`config.mk`:
```
export PLATFORM = sky130hd
export DESIGN_NAME = pic_reg_port
export DESIGN_NICKNAME = d
export VERILOG_FILES = /design/src/rtl/pic_reg_pkg.sv /design/src/rtl/pic_frame_timer.sv /design/src/rtl/pic_host_decode.sv /design/src/rtl/pic_scroll_regs.sv /design/src/rtl/pic_reg_port.sv
export SDC_FILE = /design/constraint.sdc
export NUM_CORES = 1
export LEC_CHECK = 0
export ABC_AREA = 1
export CORE_UTILIZATION = 40
export CTS_CLUSTER_DIAMETER = 150
export DETAILED_ROUTE_END_ITERATION = 10
export DONT_BUFFER_PORTS = 1
export PLACE_DENSITY = 0.59
export SLEW_MARGIN = 20
export SYNTH_ARGS = -nofsm -noshare
export SYNTH_HDL_FRONTEND = slang
export SYNTH_SLANG_ARGS = --single-unit
```
`constraint.sdc`:
```
create_clock -name clk_i -period 3.2 [get_ports clk_i]
set_input_delay 0.32 -clock clk_i [delete_from_list [all_inputs] [get_ports clk_i]]
set_output_delay 0.32 -clock clk_i [all_outputs]
set_load 0.01 [all_outputs]
```
`src/rtl/pic_reg_pkg.sv`:
```
package pic_reg_pkg;

  typedef enum logic [2:0] {
    IDX_CTRL = 3'd0,
    IDX_MASK = 3'd1,
    IDX_STAT = 3'd2,
    IDX_OBJA = 3'd3,
    IDX_OBJD = 3'd4,
    IDX_SCRL = 3'd5,
    IDX_VADR = 3'd6,
    IDX_VDAT = 3'd7
  } reg_idx_e;

  // temporary video address layout; field positions are decoded by the renderer
  typedef struct packed {
    logic [2:0] fine_y;
    logic [1:0] nt_sel;
    logic [4:0] coarse_y;
    logic [4:0] coarse_x;
  } vaddr_t;

  typedef struct packed {
    logic       wr;
    logic       rd;
    reg_idx_e   idx;
    logic [7:0] data;
  } host_acc_t;

endpackage

```
`src/rtl/pic_frame_timer.sv`:
```
module pic_frame_timer #(
  parameter int DOTS    = 341,
  parameter int LINES   = 262,
  parameter int CLK_DIV = 4,
  localparam int DOT_W  = $clog2(DOTS),
  localparam int LINE_W = $clog2(LINES),
  localparam int DIV_W  = (CLK_DIV > 1) ? $clog2(CLK_DIV) : 1
) (
  input  logic              clk_i,
  input  logic              rst_ni,
  output logic [DOT_W-1:0]  dot_o,
  output logic [LINE_W-1:0] line_o,
  output logic              odd_o,
  output logic              hold_o
);

  logic [DIV_W-1:0]  div_q;
  logic [DOT_W-1:0]  dot_q;
  logic [LINE_W-1:0] line_q;
  logic              odd_q, hold_q;
  logic              dot_step, line_end, frame_end, enter_pre;

  assign dot_step  = (div_q == DIV_W'(CLK_DIV - 1));
  assign line_end  = (dot_q == DOT_W'(DOTS - 1));
  assign frame_end = line_end && (line_q == LINE_W'(LINES - 1));
  assign enter_pre = dot_step && line_end && (line_q == LINE_W'(LINES - 2));

  always_ff @(posedge clk_i or negedge rst_ni) begin
    if (!rst_ni) begin
      div_q  <= '0;
      dot_q  <= '0;
      line_q <= '0;
      odd_q  <= 1'b0;
      hold_q <= 1'b1;
    end else begin
      if (dot_step) begin
        div_q <= '0;
        if (line_end) begin
          dot_q <= '0;
          if (frame_end) begin
            line_q <= '0;
            odd_q  <= ~odd_q;
          end else begin
            line_q <= line_q + 1'b1;
          end
        end else begin
          dot_q <= dot_q + 1'b1;
        end
      end else begin
        div_q <= div_q + 1'b1;
      end
      if (enter_pre) hold_q <= 1'b0;
    end
  end

  assign dot_o  = dot_q;
  assign line_o = line_q;
  assign odd_o  = odd_q;
  assign hold_o = hold_q;

endmodule

```
`src/rtl/pic_host_decode.sv`:
```
module pic_host_decode
  import pic_reg_pkg::*;
(
  input  logic       clk_i,
  input  logic       rst_ni,
  input  logic       cs_ni,
  input  logic       rw_i,
  input  logic [2:0] addr_i,
  input  logic [7:0] data_i,
  output host_acc_t  acc_o
);

  logic cs_prev_q;
  logic start;

  always_ff @(posedge clk_i or negedge rst_ni) begin
    if (!rst_ni) cs_prev_q <= 1'b1;
    else         cs_prev_q <= cs_ni;
  end

  // one access per chip-select assertion
  assign start = !cs_ni && cs_prev_q;

  always_comb begin
    acc_o.wr   = start && !rw_i;
    acc_o.rd   = start && rw_i;
    acc_o.idx  = reg_idx_e'(addr_i);
    acc_o.data = data_i;
  end

endmodule

```
`src/rtl/pic_scroll_regs.sv`:
```
module pic_scroll_regs
  import pic_reg_pkg::*;
(
  input  logic      clk_i,
  input  logic      rst_ni,
  input  logic      hold_i,
  input  host_acc_t acc_i,
  output vaddr_t    t_o,
  output logic [2:0] fine_x_o,
  output logic      w_o
);

  vaddr_t     t_q;
  logic [2:0] fx_q;
  logic       w_q;

  always_ff @(posedge clk_i or negedge rst_ni) begin
    if (!rst_ni) begin
      t_q  <= '0;
      fx_q <= '0;
      w_q  <= 1'b0;
    end else if (hold_i) begin
      t_q  <= '0;
      fx_q <= '0;
      w_q  <= 1'b0;
    end else if (acc_i.wr) begin
      unique case (acc_i.idx)
        IDX_CTRL: t_q.nt_sel <= acc_i.data[1:0];
        IDX_SCRL: begin
          if (!w_q) begin
            fx_q        <= acc_i.data[2:0];
            t_q.coarse_x <= acc_i.data[7:3];
          end else begin
            t_q.fine_y   <= acc_i.data[2:0];
            t_q.coarse_y <= acc_i.data[7:3];
          end
          w_q <= ~w_q;
        end
        default: ;
      endcase
    end
  end

  assign t_o      = t_q;
  assign fine_x_o = fx_q;
  assign w_o      = w_q;

endmodule

```
`src/rtl/pic_reg_port.sv`:
```
module pic_reg_port
  import pic_reg_pkg::*;
#(
  parameter int DOTS    = 341,
  parameter int LINES   = 262,
  parameter int CLK_DIV = 4,
  localparam int DOT_W  = $clog2(DOTS),
  localparam int LINE_W = $clog2(LINES)
) (
  input  logic              clk_i,
  input  logic              rst_ni,
  input  logic              cs_ni,
  input  logic              rw_i,
  input  logic [2:0]        addr_i,
  input  logic [7:0]        data_i,
  output logic [7:0]        data_o,
  output logic              data_oe_o,
  input  logic [7:0]        vram_rdata_i,
  output logic [7:0]        ctrl_o,
  output logic [7:0]        mask_o,
  output logic [7:0]        obj_addr_o,
  output logic [14:0]       t_addr_o,
  output logic [2:0]        fine_x_o,
  output logic              w_toggle_o,
  output logic              ext_drive_o,
  output logic [DOT_W-1:0]  dot_o,
  output logic [LINE_W-1:0] line_o,
  output logic              odd_frame_o,
  output logic              hold_o
);

  localparam int EXT_BIT = 6;

  host_acc_t  acc;
  vaddr_t     t_w;
  logic       hold;
  logic [7:0] ctrl_q, mask_q, obja_q, rbuf_q, bus_q, rd_q;

  pic_frame_timer #(
    .DOTS(DOTS), .LINES(LINES), .CLK_DIV(CLK_DIV)
  ) u_timer (
    .clk_i  (clk_i),
    .rst_ni (rst_ni),
    .dot_o  (dot_o),
    .line_o (line_o),
    .odd_o  (odd_frame_o),
    .hold_o (hold)
  );

  pic_host_decode u_dec (
    .clk_i  (clk_i),
    .rst_ni (rst_ni),
    .cs_ni  (cs_ni),
    .rw_i   (rw_i),
    .addr_i (addr_i),
    .data_i (data_i),
    .acc_o  (acc)
  );

  pic_scroll_regs u_scroll (
    .clk_i    (clk_i),
    .rst_ni   (rst_ni),
    .hold_i   (hold),
    .acc_i    (acc),
    .t_o      (t_w),
    .fine_x_o (fine_x_o),
    .w_o      (w_toggle_o)
  );

  // held registers
  always_ff @(posedge clk_i or negedge rst_ni) begin
    if (!rst_ni) begin
      ctrl_q <= '0;
      mask_q <= '0;
      rbuf_q <= '0;
    end else if (hold) begin
      ctrl_q <= '0;
      mask_q <= '0;
      rbuf_q <= '0;
    end else begin
      if (acc.wr && acc.idx == IDX_CTRL) ctrl_q <= acc.data;
      if (acc.wr && acc.idx == IDX_MASK) mask_q <= acc.data;
      if (acc.rd && acc.idx == IDX_VDAT) rbuf_q <= vram_rdata_i;
    end
  end

  // registers live from reset release
  always_ff @(posedge clk_i or negedge rst_ni) begin
    if (!rst_ni) begin
      obja_q <= '0;
      bus_q  <= '0;
      rd_q   <= '0;
    end else begin
      if (acc.wr) bus_q <= acc.data;
      if (acc.wr && acc.idx == IDX_OBJA) obja_q <= acc.data;
      if (acc.rd) rd_q <= (acc.idx == IDX_VDAT) ? rbuf_q : bus_q;
    end
  end

  assign data_o      = rd_q;
  assign data_oe_o   = !cs_ni && rw_i;
  assign ctrl_o      = ctrl_q;
  assign mask_o      = mask_q;
  assign obj_addr_o  = obja_q;
  assign t_addr_o    = t_w;
  assign ext_drive_o = ctrl_q[EXT_BIT];
  assign hold_o      = hold;

endmodule

```
== After elaboration in Yosys (flattened, before gate mapping) ==
Cells that the tools add are included.
Operators by class
  add/sub/neg operators: 3
  eq/ne operators: 9
  multiplexer cells: 25
  bitwise gates (word level): 2
  reductions and logical operators: 27
Operators with widths (count)
  $mux 8: 7
  $mux 15: 2
  $eq 9x9->1 const B: 3
  $add 9x1->9 const B: 2
  $mux 3: 6
  $mux 9: 2
  $reduce_bool 2->1: 7
  $logic_and 1x1->1: 11
  $mux 10: 1
  $mux 5: 2
  $reduce_and 3->1: 3
  $eq 3x3->1 const B: 2
  $reduce_and 2->1: 3
  $mux 2: 2
  $eq 3x1->1 const B: 1
  $eq 3x2->1 const B: 1
  $logic_not 3->1: 1
  $mux 1: 3
  $add 2x1->2 const B: 1
  $eq 2x2->1 const B: 1
  $logic_not 1->1: 2
  $ne 2x2->1 const B: 1
  $not 1->1: 2
Word-level totals
  flip-flop bits (word level): 90
  bits of input ports: 23
  output and inout port bits: 73
  logic and storage cells: 84

== Logic depth before layout (Yosys ltp) ==
Gate-level depths: netlist of run 1.
  word-level depth: 6
  mapped depth: 9

== Hierarchy ==
A second synthesis of run 1 with hierarchy kept.
Unflattened totals
  cells, all modules: 564
  area, all modules: 4677.0 sq um
Modules (own cells, without submodules)
  pic_reg_port: instances 1, cells each 255, area each 2275.9 sq um
  pic_frame_timer: instances 1, cells each 180, area each 1347.5 sq um
  pic_scroll_regs: instances 1, cells each 112, area each 925.9 sq um
  pic_host_decode: instances 1, cells each 17, area each 127.6 sq um

== Least setup slack after synthesis of run 1 ==
OpenSTA, ideal clock, no wires.
  path type: reg2reg
  start: register u_timer.dot_q[0], in the netlist u_timer.dot_o[0]
  end: register u_timer.line_q[5], in the netlist u_timer.line_o[5]
  library setup time: 126 ps
  data arrival time: 1239 ps
  slack: 1835 ps
  stages on the path, launching flop included: 9
  path buffers: 1
  clock period less this slack: 1365 ps
  cell sequence: dfrtp_1 -> inv_1 -> ha_1 -> nand2_1 -> nor2_1 -> nand2_1 -> nor2_2 -> buf_4 -> o21ai_0
Between the ends
  longest elaborated chain between the ends: 3
RTL lines
  start: declaration: RTL line pic_frame_timer.sv:18  | logic [DOT_W-1:0] dot_q;
  start signal: assignment: RTL line pic_frame_timer.sv:47  | dot_q <= dot_q + 1'b1;
  $eq 9x9->1 *: RTL line pic_frame_timer.sv:24  | assign line_end = (dot_q == DOT_W'(DOTS - 1));
  $logic_and 1x1->1: RTL line pic_frame_timer.sv:25  | assign frame_end = line_end && (line_q == LINE_W'(LINES - 1));
  $mux 9: RTL line pic_frame_timer.sv:40  | if (frame_end) begin
  end signal: assignment: RTL line pic_frame_timer.sv:44  | line_q <= line_q + 1'b1;
  end: declaration: RTL line pic_frame_timer.sv:19  | logic [LINE_W-1:0] line_q;
Mark *: on every way between the ends. The rest lies on a longest branch, timed or not.
A chain may end at the register's enable or synchronous reset.

== Final worst setup path of run 1 ==
  start: register u_timer.dot_q[0], in the netlist u_timer.dot_o[0]
  end: register u_timer.line_q[8], in the netlist u_timer.line_o[8]
The elaborated chain is that of the path after synthesis.

==> impl_metrics.json, run 1 <==
{
  "die_width_microns": 103.0,
  "place.gp.congestion": 0.8072,
  "drive_gt1_frac": 0.05929,
  "fp.coreArea_sq_um": 9819,
  "maxCapViolations": 0,
  "max_freq_mhz": 548.7,
  "grt_max_degree": 91,
  "min_from": "vram_rdata_i[1]",
  "num_rows": 36,
  "drc_errors": 0,
  "wl_met3_microns": 580,
  "dpl-instance-area_sq_um": 4173,
  "port_buffers": 0,
  "max-vdd-ir-drop_uv": 311.7,
  "cp-end-kind": "flop",
  "grt.total_usage": 0.1805,
  "startpoint_type": "flop",
  "period_minus_slack_ns": 1.822,
  "wl_per_cell_microns": 14.40,
  "synth.most_common_cell": "nand2_1",
  "yosys_register_bits": 90,
  "outcome": "completed",
  "synthFlopType": "dfrtp_1",
  "setup-tns-final_ns": 0,
  "final_util": 0.4518,
  "floorplan.initialDensity": 0.4153,
  "synth_edf_count": 0,
  "drtIter0Drc": 163,
  "power.density_nw_per_um2": 562.9,
  "antenna_found_initial": 0,
  "critPathMaxFanout": 12,
  "finalMaxSlewViolations": 0,
  "hp-class": "in -> reg",
  "post-route-period-util": 0.5695,
  "synth.area.top_cells": "dfrtp_1 (54%), nand2_1 (17%), nand3_1 (5.5%)",
  "clkSinkCount": 90,
  "rsz0062_at_grt": "false",
  "slew_headroom": 0.5539,
  "cts_tree": "built",
  "yosysTopAreaCellShare": 0.5400,
  "syn_area_sq_um": 4078,
  "area_growth_syn_to_layout_pct": 8.806,
  "clk_pin_slew_ns": 0.10,
  "clock_path_buffers": 2,
  "syn_avg_cell_area_sq_um": 8.139,
  "yosysTopAreaCell": "dfrtp_1",
  "die_h_microns": 103.0,
  "fin_skew_ns": 0.01556,
  "clkLatencyLatePin_ns": 0.36,
  "timing.rr.start": "u_timer.dot_o[0]",
  "cts_root_buf": "clkbuf_8",
  "p_leak_nw": 2.342,
  "grt_overflow_total": 0,
  "nFillCells": 1020,
  "whs_ns": 0.09887,
  "setup_viol": 0,
  "yosysSeqAreaShare": 0.5529,
  "drtAntennaViolNets": 0,
  "diodes": 0,
  "grt_pass1_wl_microns": 14440,
  "first_pass_iters": 4,
  "wl_met2_microns": 4240,
  "criticalPathCategory": "reg -> reg",
  "worst_pin_slew_ns": 0.6662,
  "dieArea_sq_um": 10600,
  "grt_pass1_vias": 2892,
  "vias": 3143,
  "critPathRequiredTime_ns": 3.49,
  "critical_path_arrival_ns": 2.11,
  "setup.worst_path.start": "u_timer.dot_o[0]",
  "nNetsFinal": 530,
  "yosys.cell_types.count": 24,
  "stdcell_area_sq_um": 4437,
  "via_per_inst": 4.919,
  "routed.top_layer": "met4",
  "seqCellArea_sq_um": 2255,
  "synthTopCellsByCount": "nand2_1 (181), dfrtp_1 (88), inv_1 (57)",
  "synthArstFlopShare": 1.000,
  "hold_viol_final": 0,
  "synth_nets": 530,
  "h-tree-depth": 3,
  "yosys_warnings": 0,
  "multiInputGateArea_sq_um": 1530,
  "routed_wl_microns": 9202,
  "cts_buffers": 9,
  "r2r_slack_ns": 1.38,
  "hpwlAfterDp_microns": 6530,
  "pin_count": 96,
  "met1_length_microns": 4165,
  "synthCells": 501
}
sequential cells by signal, summed over array words and instances (netlist names):
name / flops
u_scroll.t_o: 15
u_timer.dot_o: 9
u_timer.line_o: 9
bus_q: 8
ctrl_o: 8
data_o: 8
mask_o: 8
obj_addr_o: 8
rbuf_q: 8
u_scroll.fine_x_o: 3
u_timer.div_q: 2
u_dec.cs_prev_q: 1
u_scroll.w_o: 1
u_timer.hold_o: 1
u_timer.odd_o: 1
kinds of logic after synthesis:
family                   count (synthesis)  share of synthesized area
adder cells (fa/ha/maj)                  6                    0.01841
buffers and inverters                   72                    0.07180
AND/OR/NAND/NOR                        283                     0.2949
AO/OA/AOI/OAI                           50                    0.06198
flip-flops                              90                     0.5529
worst max-delay path: stages, from the launching register on:
cell and delay (ns):
dfrtp_1 0.46, inv_1 0.12, ha_1 0.15, nand2_1 0.07
nor2_1 0.15, nand3_1 0.37, nor2_1 0.31, nand2_1 0.08
nand2_1 0.06
cells in the final DEF, fill, tap and decap left out, drive strengths merged:
cell           n
ha             6
buf            2
nand3b         1
o211ai         1
or2            2
nand3         48
clkbuf         9
nand4          5
dlygate4sd3    2
nand2        182
nor2          40
a21oi         11
bufinv         1
clkinv         2
o21ai         38
inv           61
nor3           5
dfrtp         88
dfstp          2
stage by stage:
stage / setup WS [ns] / cells / power (mW)
after floorplan: 1.835 / 501 / 1.608
after detailed placement: 1.391 / 620 / 1.671
final: 1.378 / 639 / 2.498
after CTS: 1.365 / 639 / 2.533
after global placement: 1.437 / 620 / 1.664
after global routing: 1.097 / 639 / 2.632
power breakdown:
| group | leakage, nW | switching [mW] | total (mW) | internal, mW |
|---|---|---|---|---|
| logic | 1.07 | 0.128 | 0.213 | 0.0845 |
| registers | 1.16 | 0.167 | 1.46 | 1.29 |
| clock network | 0.109 | 0.444 | 0.827 | 0.383 |
routing by layer:
| layer | vias to the layer above | track usage |
|---|---|---|
| met5 | - | 0 |
| met3 | 16 | 0.04000 |
| met1 | 1464 | 0.2485 |
| met2 | 91 | 0.2738 |
| li1 | 1572 | - |
| met4 | 0 | 0.07801 |
repair_timing:
action / CTS / global route
endpoints found under the hold margin: 91 / 0
resized for setup: 0 / 0
hold buffers: 3 / 0
buffers inserted: 0 / 0
worst paths after layout:
kind	cells past startpoint	end
worst max-delay path	8	u_timer.line_o[8]
worst min-delay path	2	rbuf_q[1]
worst max register to register	8	u_timer.line_o[8]
worst min register to register	1	u_timer.div_q[0]
max in group asynchronous	2	u_timer.hold_o
min in group asynchronous	2	rbuf_q[2]
cell type report:
| class | instances | share of cell area |
|---|---|---|
| clock buffer | 9 | 0.02792 |
| clock inverter | 7 | 0.02087 |
| inverter | 57 | 0.04822 |
| multi-input combinational | 339 | 0.3449 |
| sequential | 90 | 0.5082 |
| tap | 133 | 0.03751 |
| timing repair buffer | 4 | 0.01241 |
Power figures use the tool's default switching activity.
==> run 2, diff against run 1 <==
==> constraint.sdc (replaced) <==
create_clock -name clk_i -period 1.9 [get_ports clk_i]
set_input_delay 0.19 -clock clk_i [delete_from_list [all_inputs] [get_ports clk_i]]
set_output_delay 0.19 -clock clk_i [all_outputs]
set_load 0.01 [all_outputs]
==> impl_metrics.json, run 2 (synthesized netlist as in run 1, its figures left out) <==
{
  "outcome": "finished, violations left",
  "violations": "hold timing",
  "grt_overflow_total": 0,
  "grt_pass1_vias": 3120,
  "drc_errors": 0,
  "vias": 3276,
  "dpl-instance-area_sq_um": 4218,
  "hold_viol_final": 90,
  "cts_root_buf": "clkbuf_8",
  "crit_chain": "inv_1, ha_1, nand2_1, nor2_1, nand2_1, nor2_2, nand3_1, nand2_1",
  "first_pass_iters": 5,
  "rsz0062_at_grt": "false",
  "antenna_found_initial": 0,
  "p_leak_nw": 2.372,
  "finalMaxSlewViolations": 0,
  "setup_ws_ns": 0.2320,
  "clkSinkCount": 90,
  "grt_busiest_layer": "met2",
  "clock_path_buffers": 2,
  "drive_gt1_frac": 0.06744,
  "most-common-layout-cells": "nand2_1 (181), dfrtp_1 (88), inv_1 (57), nand3_1 (45), nor2_1 (35)",
  "criticalPathCategory": "reg -> reg",
  "power.density_nw_per_um2": 895.0,
  "place.gp.congestion": 0.8593,
  "critical_path_arrival_ns": 1.96,
  "grt.total_usage": 0.1897,
  "h-tree-depth": 3,
  "max_freq_mhz": 599.5,
  "pin_count": 96,
  "routed_wl_microns": 9670,
  "whs_ns": -0.4748,
  "cp-end-kind": "flop",
  "period_minus_slack_ns": 1.668,
  "grt_use_met3": 0.04610,
  "grt_max_degree": 91,
  "wl_per_cell_microns": 14.83,
  "grt_util_met1": 0.2511,
  "worst_pin_slew_ns": 0.6238,
  "critPathMaxFanout": 11,
  "fin_skew_ns": 0.01533,
  "via_per_inst": 5.025,
  "use_met2": 0.3031,
  "maxCapViolations": 0,
  "crit_slowest_cell": "dfrtp_1",
  "stdcell_area_sq_um": 4506,
  "max-vdd-ir-drop_uv": 409.8,
  "area_growth_syn_to_layout_pct": 10.49,
  "cts_hold_buf": 10,
  "setup-tns-final_ns": 0,
  "dp_slack_ns": 0.2437,
  "hpwlAfterDp_microns": 6820,
  "fp.coreArea_sq_um": 9819,
  "startpoint_type": "flop",
  "drtIter0Drc": 139,
  "critPathRequiredTime_ns": 2.19,
  "final_common_cell": "nand2_1",
  "post_cts_resized": 0,
  "nNetsFinal": 543,
  "largest_register_ffs": 15,
  "port_buffers": 0,
  "crit_top_cell": "nand2_1",
  "nFillCells": 997,
  "cts_buffers": 9,
  "num_rows": 36,
  "floorplan.initialDensity": 0.4153,
  "post-route-period-util": 0.8779,
  "hp-class": "in -> async",
  "dieArea_sq_um": 10600,
  "die_width_microns": 103.0,
  "slowest_delay_ns": 0.45,
  "path_buf_inv": 1,
  "die_h_microns": 103.0,
  "drtAntennaViolNets": 0,
  "cp_top_family": "simple AND/OR/NAND/NOR gates",
  "grt_pass1_wl_microns": 15170,
  "clkLatencyLatePin_ns": 0.36,
  "clk_pin_slew_ns": 0.11,
  "setup_viol": 0,
  "slew_headroom": 0.5823,
  "diodes": 0,
  "cts_tree": "built"
}
run 2: final cells by class:
type,instances,area (sq um),share of cell area
Clock buffer,9,123.9,0.02749
Clock inverter,7,63.81,0.01416
Inverter,57,214.0,0.04749
Multi-Input combinational cell,339,1530,0.3396
Sequential cell,90,2255,0.5004
Tap cell,133,166.4,0.03693
Timing Repair Buffer,17,152.6,0.03388
run 2: stage by stage:
| stage | std cells | power (mW) | utilization |
|---|---|---|---|
| 6_report | 652 | 4.032 | 0.4588 |
| 5_1_grt | 652 | 4.264 | 0.4588 |
| 4_1_cts | 652 | 4.081 | 0.4588 |
| 3_5_place_dp | 626 | 2.823 | 0.4295 |
| 3_3_place_gp | 626 | 2.804 | 0.4295 |
| 2_1_floorplan | 501 | 2.708 | - |
run 2: path summary, 6_finish.rpt:
check,cells after the start,slack (ns),from,end
worst max-delay path,8,0.23,u_timer.dot_o[0],u_timer.line_o[4]
worst min-delay path,0,-0.47,rst_ni,obj_addr_o[3]
worst max register to register,8,0.23,u_timer.dot_o[0],u_timer.line_o[4]
worst min register to register,1,0.44,u_timer.div_q[0],u_timer.div_q[0]
max in group asynchronous,0,2.15,rst_ni,u_timer.hold_o
min in group clk_i,2,0.02,data_i[4],obj_addr_o[4]
run 2: timing repair:
action,CTS,global route
buffers inserted,0,0
setup endpoints to repair,0,0
hold endpoints to repair,100,90
run 2: worst register-to-register path, delay by kind of cell (launching register included):
family / cells / cell delay (ns)
flops: 1 / 0.45
buf+inv: 1 / 0.12
simple gates: 6 / 0.87
fa+ha+maj: 1 / 0.15
run 2: power by group:
group | leakage [nW] | total (mW) | internal (mW) | switching, mW
registers | 1.16 | 2.46 | 2.17 | 0.289
clock network | 0.0930 | 1.23 | 0.498 | 0.735
logic | 1.12 | 0.336 | 0.150 | 0.186
run 2: metal layers:
metal | vias up | share of wire
li1 | 1600 | -
met1 | 1560 | 0.45
met2 | 102 | 0.48
met3 | 14 | 0.060
met4 | 0 | 0.013
met5 | - | 0
